===== config.mk =====
export PLATFORM = sky130hd
export DESIGN_NAME = access_fault_ctrl
export DESIGN_NICKNAME = d
export VERILOG_FILES = /design/src/rtl/fault_irq_pkg.sv /design/src/rtl/fault_flag_track.sv /design/src/rtl/fault_regfile.sv /design/src/rtl/access_fault_ctrl.sv
export SDC_FILE = /design/constraint.sdc
export NUM_CORES = 1
export LEC_CHECK = 0
export CELL_PAD_IN_SITES_DETAIL_PLACEMENT = 0
export CELL_PAD_IN_SITES_GLOBAL_PLACEMENT = 1
export CORE_AREA = 2 2 71 73
export DETAILED_ROUTE_END_ITERATION = 10
export DIE_AREA = 0 0 73 75
export PLACE_DENSITY_LB_ADDON = 0.2
export SLEW_MARGIN = 10
export SYNTH_ARGS = -nofsm -noshare
export SYNTH_HDL_FRONTEND = slang
export SYNTH_SLANG_ARGS = --single-unit

===== constraint.sdc =====
create_clock -name clk -period 2.2 [get_ports clk]
set_input_delay 0.44 -clock clk [delete_from_list [all_inputs] [get_ports clk]]
set_output_delay 0.44 -clock clk [all_outputs]
set_load 0.1 [all_outputs]

===== src/rtl/fault_irq_pkg.sv =====
package fault_irq_pkg;

   localparam int unsigned WORD_W    = 32;
   localparam int unsigned MAX_FILT  = 4;
   localparam int unsigned ACT_W     = 2;

   // field positions in the status word (software decodes these)
   localparam int unsigned STAT_LSB  = 0;
   localparam int unsigned OVRN_LSB  = 8;
   localparam int unsigned OVLP_LSB  = 16;

   // register word offsets
   typedef enum logic [1:0] {
      OFS_ACTION = 2'd0,
      OFS_STATUS = 2'd1,
      OFS_CLEAR  = 2'd2,
      OFS_RSVD   = 2'd3
   } reg_ofs_e;

   typedef struct packed {
      logic irq_en;     // action bit 1
      logic decerr_en;  // action bit 0
   } action_t;

   typedef struct packed {
      logic stat;
      logic ovrn;
      logic ovlp;
   } flt_flags_t;

endpackage


===== src/rtl/fault_flag_track.sv =====
module fault_flag_track
   import fault_irq_pkg::*;
(
   input  logic       clk,
   input  logic       rst_n,
   input  logic       perm_evt,
   input  logic       ovlp_evt,
   input  logic       clr,
   output flt_flags_t flags
);

   flt_flags_t flags_q;
   flt_flags_t base;
   flt_flags_t flags_d;
   logic       any_evt;

   assign any_evt = perm_evt | ovlp_evt;

   always_comb begin
      base    = clr ? '0 : flags_q;
      flags_d.stat = base.stat | any_evt;
      flags_d.ovrn = base.ovrn | (any_evt & base.stat);
      flags_d.ovlp = base.ovlp | ovlp_evt;
   end

   always_ff @(posedge clk or negedge rst_n) begin
      if (!rst_n) flags_q <= '0;
      else        flags_q <= flags_d;
   end

   assign flags = flags_q;

   p_evt_sets_stat_r3: assert property (@(posedge clk) disable iff (!rst_n)
      (perm_evt || ovlp_evt) |=> flags_q.stat);

   p_second_evt_ovrn_r4: assert property (@(posedge clk) disable iff (!rst_n)
      ((perm_evt || ovlp_evt) && flags_q.stat && !clr) |=> flags_q.ovrn);

   p_ovlp_has_stat_r5: assert property (@(posedge clk) disable iff (!rst_n)
      flags_q.ovlp |-> flags_q.stat);

   p_clear_all_r6: assert property (@(posedge clk) disable iff (!rst_n)
      (clr && !perm_evt && !ovlp_evt) |=> (flags_q == '0));

   p_evt_beats_clear_r7: assert property (@(posedge clk) disable iff (!rst_n)
      (clr && (perm_evt || ovlp_evt)) |=> (flags_q.stat && !flags_q.ovrn));

endmodule


===== src/rtl/fault_regfile.sv =====
module fault_regfile
   import fault_irq_pkg::*;
#(
   parameter int unsigned NUM_FILT = 4,
   parameter int unsigned ADDR_W   = 2,
   parameter int unsigned DATA_W   = 32
)(
   input  logic                clk,
   input  logic                rst_n,
   input  logic                reg_wr,
   input  logic                reg_rd,
   input  logic [ADDR_W-1:0]   reg_addr,
   input  logic [DATA_W-1:0]   reg_wdata,
   input  logic [NUM_FILT-1:0] stat_vec,
   input  logic [NUM_FILT-1:0] ovrn_vec,
   input  logic [NUM_FILT-1:0] ovlp_vec,
   output action_t             action,
   output logic [NUM_FILT-1:0] clr_vec,
   output logic [DATA_W-1:0]   reg_rdata
);

   localparam int unsigned OFS_W = $bits(reg_ofs_e);

   action_t          act_q;
   logic [WORD_W-1:0] status_word;
   logic [WORD_W-1:0] rd_mux;
   logic [DATA_W-1:0] rdata_q;
   reg_ofs_e         ofs;

   assign ofs = reg_ofs_e'(reg_addr[OFS_W-1:0]);

   always_ff @(posedge clk or negedge rst_n) begin
      if (!rst_n)                              act_q <= '0;
      else if (reg_wr && ofs == OFS_ACTION)    act_q <= action_t'(reg_wdata[ACT_W-1:0]);
   end

   assign clr_vec = (reg_wr && ofs == OFS_CLEAR) ? reg_wdata[NUM_FILT-1:0] : '0;

   always_comb begin
      status_word = '0;
      for (int i = 0; i < NUM_FILT; i++) begin
         status_word[STAT_LSB + i] = stat_vec[i];
         status_word[OVRN_LSB + i] = ovrn_vec[i];
         status_word[OVLP_LSB + i] = ovlp_vec[i];
      end
   end

   always_comb begin
      unique case (ofs)
         OFS_ACTION: rd_mux = {{(WORD_W-ACT_W){1'b0}}, act_q};
         OFS_STATUS: rd_mux = status_word;
         default:    rd_mux = '0;
      endcase
   end

   always_ff @(posedge clk or negedge rst_n) begin
      if (!rst_n)      rdata_q <= '0;
      else if (reg_rd) rdata_q <= rd_mux[DATA_W-1:0];
   end

   assign action    = act_q;
   assign reg_rdata = rdata_q;

   p_action_hold_r10: assert property (@(posedge clk) disable iff (!rst_n)
      !(reg_wr && ofs == OFS_ACTION) |=> $stable(act_q));

   p_clear_only_on_write_r6: assert property (@(posedge clk) disable iff (!rst_n)
      !reg_wr |-> (clr_vec == '0));

endmodule


===== src/rtl/access_fault_ctrl.sv =====
module access_fault_ctrl
   import fault_irq_pkg::*;
#(
   parameter int unsigned NUM_FILT = 4,
   parameter int unsigned ADDR_W   = 2,
   parameter int unsigned DATA_W   = 32
)(
   input  logic                clk,
   input  logic                rst_n,
   input  logic [NUM_FILT-1:0] perm_fail,
   input  logic [NUM_FILT-1:0] ovl_fail,
   input  logic                reg_wr,
   input  logic                reg_rd,
   input  logic [ADDR_W-1:0]   reg_addr,
   input  logic [DATA_W-1:0]   reg_wdata,
   output logic [DATA_W-1:0]   reg_rdata,
   output logic                irq,
   output logic [NUM_FILT-1:0] resp_decerr
);

   initial begin
      assert (NUM_FILT >= 1 && NUM_FILT <= MAX_FILT)
         else $fatal(1, "NUM_FILT out of range");
      assert (DATA_W == WORD_W)
         else $fatal(1, "DATA_W must equal status word width");
      assert (ADDR_W >= $bits(reg_ofs_e))
         else $fatal(1, "ADDR_W too small");
   end

   action_t             action;
   logic [NUM_FILT-1:0] clr_vec;
   logic [NUM_FILT-1:0] stat_vec;
   logic [NUM_FILT-1:0] ovrn_vec;
   logic [NUM_FILT-1:0] ovlp_vec;

   for (genvar g = 0; g < NUM_FILT; g++) begin : g_filt
      flt_flags_t fl;
      fault_flag_track i_track (
         .clk      (clk),
         .rst_n    (rst_n),
         .perm_evt (perm_fail[g]),
         .ovlp_evt (ovl_fail[g]),
         .clr      (clr_vec[g]),
         .flags    (fl)
      );
      assign stat_vec[g]    = fl.stat;
      assign ovrn_vec[g]    = fl.ovrn;
      assign ovlp_vec[g]    = fl.ovlp;
      assign resp_decerr[g] = action.decerr_en & (perm_fail[g] | ovl_fail[g]);
   end

   fault_regfile #(
      .NUM_FILT (NUM_FILT),
      .ADDR_W   (ADDR_W),
      .DATA_W   (DATA_W)
   ) i_regs (
      .clk       (clk),
      .rst_n     (rst_n),
      .reg_wr    (reg_wr),
      .reg_rd    (reg_rd),
      .reg_addr  (reg_addr),
      .reg_wdata (reg_wdata),
      .stat_vec  (stat_vec),
      .ovrn_vec  (ovrn_vec),
      .ovlp_vec  (ovlp_vec),
      .action    (action),
      .clr_vec   (clr_vec),
      .reg_rdata (reg_rdata)
   );

   assign irq = action.irq_en & (|stat_vec);

   p_irq_follows_r8: assert property (@(posedge clk) disable iff (!rst_n)
      (action.irq_en && (|stat_vec)) |-> irq);

   p_irq_masked_r8: assert property (@(posedge clk) disable iff (!rst_n)
      !action.irq_en |-> !irq);

   p_no_resp_idle_r9: assert property (@(posedge clk) disable iff (!rst_n)
      ((perm_fail | ovl_fail) == '0) |-> (resp_decerr == '0));

endmodule


==> reports/summary.txt, run 1 <==
Number of global-route vias before repair -> 795
Post-synth top area cell -> dfrtp_1
Distinct cell type count after synthesis -> 18
Placed cell area -> 1530 um^2
Largest family of logic cells by synthesized area -> compound AO/OA/AOI/OAI gates
Fin. Hold Viols -> 0
PwrDens -> 925 nW/um^2
Hold_buf cts -> 0
Routed wire length -> 2.65 mm
Fraction of layout cells with a size suffix above 1 -> 17.7%
Routed via count -> 833
DP Wirelength -> 2.03 mm
CTS max path bufs -> 2
TritonCTS buffer count -> 3
Endpoints failing setup -> 0
Maximum fanout along the worst path -> 4
Port Buffers -> 34
Clock skew -> 2.83 ps
Top cell type's share of synthesized area -> 53.7%
R2r startpoint -> i_regs.action[0]$_DFFE_PN0P_
Core area -> 4660 um^2
Sequential element share of the synthesized area -> 53.7%
Tmin final -> 1800 ps
H-tree Lvls -> 1
Post-Synth XOR/XNOR Area -> 0%
Worst Path Required -> 1760 ps
Die width -> 73 um
Fin nets -> 177
Synth-to-Final Area Change -> 30.7%
Worst skew pair latency -> 270 ps
Synthesis Warnings -> 0
Final Util -> 34.0%
Synthesized area -> 1210 um^2
Post-Synth Simple-Gate Area -> 5.16%
Total I/O pin count -> 83
Unrepaired setup endpoints after global routing -> false
DRC viols -> 0
Vias per cell -> 4.53
Post-Place Worst Slack -> 363 ps
Drt first pass iters -> 4
Pleak -> 0.681 nW
Post-CTS Resized -> 0
Total gr overflow -> 0
Multi-input logic area -> 452 um^2
Slew Limit Fails -> 0
Floorplan row count -> 25
Antenna violations before repair -> 0
Post-Synth Adder-Cell Area -> 0%
Largest net degree at the start of global routing -> 27
Ant. Diodes -> 0
Critical Path Start -> g_filt[0].i_track.flags[2]$_DFF_PN0_
Crit path kind -> flop to output pin
Mapped Cells -> 95
Post-route ant nets -> 0
Critical Path End Type -> output pin
Post-route design area -> 1580 um^2
Hold Path Class -> flop to flop
Clk slew on worst S/H paths -> 90 ps
Post-synthesis compound-gate area fraction -> 22.4%
Finished Layout Cells -> 184
Total track usage -> 9.73%
Sum Neg Setup Slack -> 0 ps
Worst Hold Launch -> g_filt[2].i_track.flags[0]$_DFF_PN0_
Setup WS post-layout -> 403 ps
First-pass GRT wire length -> 3.98 mm
Placed Cells -> 180
Overall power -> 1.47 mW
Post-Syn Area per Cell -> 12.8 um^2
Peak Freq -> 556 MHz
Post-synthesis mux area share -> 3.51%
Outcome -> completed
Post-synthesis register bit count -> 26
FILL cells -> 466
FF+latch area -> 651 um^2
Postcts setup bufs -> 0
Starting DRT DRC Count -> 56
Root buffer cell -> clkbuf_8
Starting density of the core -> 26.0%
CTS tree -> done
Worst vdd ir -> 0.327 mV
Die area -> 5480 um^2
Startpoint Class -> flop
Hold Slack -> 486 ps
R2R Setup Slk -> 1290 ps
Final worst-path cycle share -> 81.7%
Die Span Y -> 75 um
CTS sink cnt -> 26
Placer Congestion -> 0.734
Maxcap violations -> 0
Top post-synthesis cells by area -> dfrtp_1, buf_4, o21a_1
CP arrival -> 1360 ps
Routed length per placed instance -> 14.4 um
[worst max-delay path, cell delays in order (launching register included)]
cell and delay (ps):
dfrtp_1 420, o41a_1 430, buf_4 240
[area by class of cell]
cell class,instances,area share (%)
timing repair buffer,35,22.4
clock buffer,4,3.48
tap,54,4.27
sequential,26,41.1
multi-input combinational,64,28.5
inverter,1,0.237
[Yosys cell counts]
cell type and instances:
nand4b_1 4, buf_2 1, o41a_1 1, conb_1 1, inv_1 1, a211o_1 4
buf_4 20, mux2_1 2, a22o_1 10, dfrtp_1 26, and3b_1 1, o21a_1 12
mux2i_1 2, o2bb2ai_1 2, nor3b_2 1, nand2b_1 1, buf_6 2, a21o_1 4
[worst paths after layout]
| kind | to | cells after the start |
|---|---|---|
| min in group asynchronous | i_regs.reg_rdata[16]$_DFFE_PN0P_ | 2 |
| setup reg to reg | i_regs.action[0]$_DFFE_PN0P_ | 1 |
| hold / removal | g_filt[2].i_track.flags[0]$_DFF_PN0_ | 1 |
| max in group asynchronous | i_regs.reg_rdata[10]$_DFFE_PN0P_ | 2 |
| setup / recovery | irq | 2 |
| hold reg to reg | g_filt[2].i_track.flags[0]$_DFF_PN0_ | 1 |
[state kept, by name, summed over array words and instances (netlist names)]
register	cells
i_regs.action	2
g_filt.i_track.flags	12
i_regs.reg_rdata	12
[power breakdown]
| group | internal [mW] | switching (mW) |
|---|---|---|
| Combinational | 0.142 | 0.478 |
| Sequential | 0.510 | 0.0272 |
| Clock | 0.160 | 0.148 |
| Total | 0.812 | 0.653 |
[layout by cell type, fill, tap and decap left out]
cell,instances
a211o_1,4
a21o_1,4
a22o_1,10
and3b_1,1
buf_12,4
buf_4,14
clkbuf_8,4
clkdlybuf4s50_1,17
conb_1,20
dfrtp_1,26
inv_1,1
mux2_1,2
mux2i_1,2
nand2b_1,1
nand4b_1,4
nor3b_2,1
o21a_1,12
o2bb2ai_1,2
o41a_1,1
[kinds of logic after synthesis]
kind of cell           after synthesis
AOI/OAI and AO/OA                   33
buffers and inverters               24
DFF                                 26
muxes                                4
other                                1
and+or+nand+nor                      7
[per-layer routing]
layer / global-route usage (%) / wire [um]
met5: 0 / 0
met2: 16.9 / 1380
met4: 1.23 / 0
met1: 11.7 / 1130
met3: 3.88 / 136
(Power assumes the default switching activity.)
==> inputs of run 2 (changes only) <==
Settings changed: CORE_AREA 2 2 71 73 to 2 2 73 75, DIE_AREA 0 0 73 75 to 0 0 75 77.
Clock period 2.2 ns to 1.7 ns, I/O delays scaled along.
==> reports/summary.txt, run 2 (synthesis results as in run 1) <==
Outcome -> completed
Startpoint Class -> flop
First-pass GRT wire length -> 4.24 mm
DP Wirelength -> 1.98 mm
Worst vdd ir -> 0.412 mV
Die area -> 5780 um^2
Routed wire length -> 2.54 mm
Port Buffers -> 34
Psw -> 861 uW
Peak Freq -> 595 MHz
Worst Path Required -> 1360 ps
TritonCTS buffer count -> 3
Total I/O pin count -> 83
Worst skew pair latency -> 260 ps
Post-route design area -> 1800 um^2
Number of global-route vias before repair -> 863
Slew Limit Fails -> 0
Die Span Y -> 77 um
Critical Path End Type -> output pin
Routed length per placed instance -> 12.4 um
Clk slew on worst S/H paths -> 90 ps
Final worst-path cycle share -> 98.9%
Die width -> 75 um
Hold_buf cts -> 0
H-tree Lvls -> 1
Clock skew -> 1.94 ps
Post-CTS Resized -> 0
Root buffer cell -> clkbuf_8
DRC viols -> 0
Post-Place Worst Slack -> 33.3 ps
Antenna violations before repair -> 0
Maximum fanout along the worst path -> 2
Vias per cell -> 4.08
Post-route ant nets -> 0
CP max stage delay -> 480 ps
Tmin final -> 1680 ps
Int Power -> 1.13 mW
CTS max path bufs -> 2
Switching part of the total -> 43.2%
Endpoints failing setup -> 0
Comb pwr share -> 44.4%
Placed cell area -> 1730 um^2
PwrDens -> 1100 nW/um^2
Core area -> 4980 um^2
Clock power frac -> 19.9%
Commonest non-fill, non-tap cell in the layout -> dfrtp_1
CTS tree -> done
Starting DRT DRC Count -> 22
Fin. Hold Viols -> 0
Drt first pass iters -> 2
Total gr overflow -> 0
Maxcap violations -> 0
Setup WS post-layout -> 19.4 ps
FILL cells -> 502
Slowest cell on crit path -> o41a_1
CTS sink cnt -> 26
Placer Congestion -> 0.706
Total track usage -> 9.48%
Synth-to-Final Area Change -> 48.8%
Routed via count -> 836
Floorplan row count -> 26
Hold Path Class -> primary input to asynchronous set/reset pin
CP arrival -> 1340 ps
Register share of total power -> 35.7%
CP Cell Sequence -> o41a_1 > buf_12
Fraction of layout cells with a size suffix above 1 -> 20.7%
Unrepaired setup endpoints after global routing -> true
Pleak -> 0.751 nW
Largest net degree at the start of global routing -> 27
Starting density of the core -> 24.4%
Ant. Diodes -> 0
Most frequent cells in the layout -> dfrtp_1, conb_1, clkdlybuf4s50_1, buf_12, o21a_1
Fin nets -> 182
Crit path kind -> flop to output pin
==> run 2: routing by layer <==
metal | part of all wire, % | global-route usage [%]
met1 | 45 | 13.5
met2 | 49 | 14.6
met3 | 5.6 | 1.71
met4 | 0.39 | 2.68
met5 | 0 | 0
==> run 2: critical path, delay by kind of cell, from the launching register on <==
family | cells | cell delay, ps
AOI/OAI and AO/OA | 1 | 480
DFF | 1 | 410
buffers and inverters | 1 | 190
==> run 2: final timing paths <==
path                                                 startpoint                              endpoint  slack (ps)  depth (start not counted)
hold reg to reg            g_filt[1].i_track.flags[0]$_DFF_PN0_  g_filt[1].i_track.flags[0]$_DFF_PN0_         490                          1
setup / recovery           g_filt[3].i_track.flags[2]$_DFF_PN0_                                   irq          20                          2
max in group asynchronous                                 rst_n          i_regs.action[1]$_DFFE_PN0P_        1030                          2
min in group clk           g_filt[1].i_track.flags[0]$_DFF_PN0_  g_filt[1].i_track.flags[0]$_DFF_PN0_         490                          1
setup reg to reg                   i_regs.action[0]$_DFFE_PN0P_          i_regs.action[0]$_DFFE_PN0P_         740                          1
hold / removal                                            rst_n       i_regs.reg_rdata[8]$_DFFE_PN0P_         420                          2
==> run 2: layout make-up <==
cell class | count | area, um^2 | share of cell area, %
clock buffer | 4 | 55.1 | 3.05
multi-input combinational | 64 | 452 | 25.0
inverter | 1 | 3.75 | 0.208
sequential | 26 | 651 | 36.1
timing repair buffer | 40 | 556 | 30.8
tap | 70 | 87.6 | 4.85
==> run 2: power groups by stage <==
stage | logic (mW) | registers (mW) | clock network [mW]
2_1_floorplan | 0.462 | 0.877 | 0
4_1_cts | 0.889 | 0.710 | 0.411
6_report | 0.883 | 0.710 | 0.397
3_5_place_dp | 0.886 | 0.722 | 0
3_3_place_gp | 0.883 | 0.722 | 0
5_1_grt | 0.910 | 0.718 | 0.436
==> run 2: stage by stage <==
| stage | std cells | hold slack [ps] | utilization [%] | power, mW | setup TNS, ps |
|---|---|---|---|---|---|
| floorplan | 114 | 44.4 | - | 1.34 | 0 |
| global placement | 199 | 463 | 34.8 | 1.61 | 0 |
| detailed placement | 199 | 471 | 34.8 | 1.61 | 0 |
| CTS | 205 | 439 | 36.2 | 2.01 | 0 |
| global route | 205 | 459 | 36.2 | 2.06 | -19.6 |
| finish | 205 | 424 | 36.2 | 1.99 | 0 |
==> run 2: what timing repair did <==
| action | in CTS | in global routing |
|---|---|---|
| setup buffers | 2 | 0 |
| pin swaps | 1 | 0 |
| cloned | 0 | 0 |
| setup endpoints to repair | 1 | 1 |
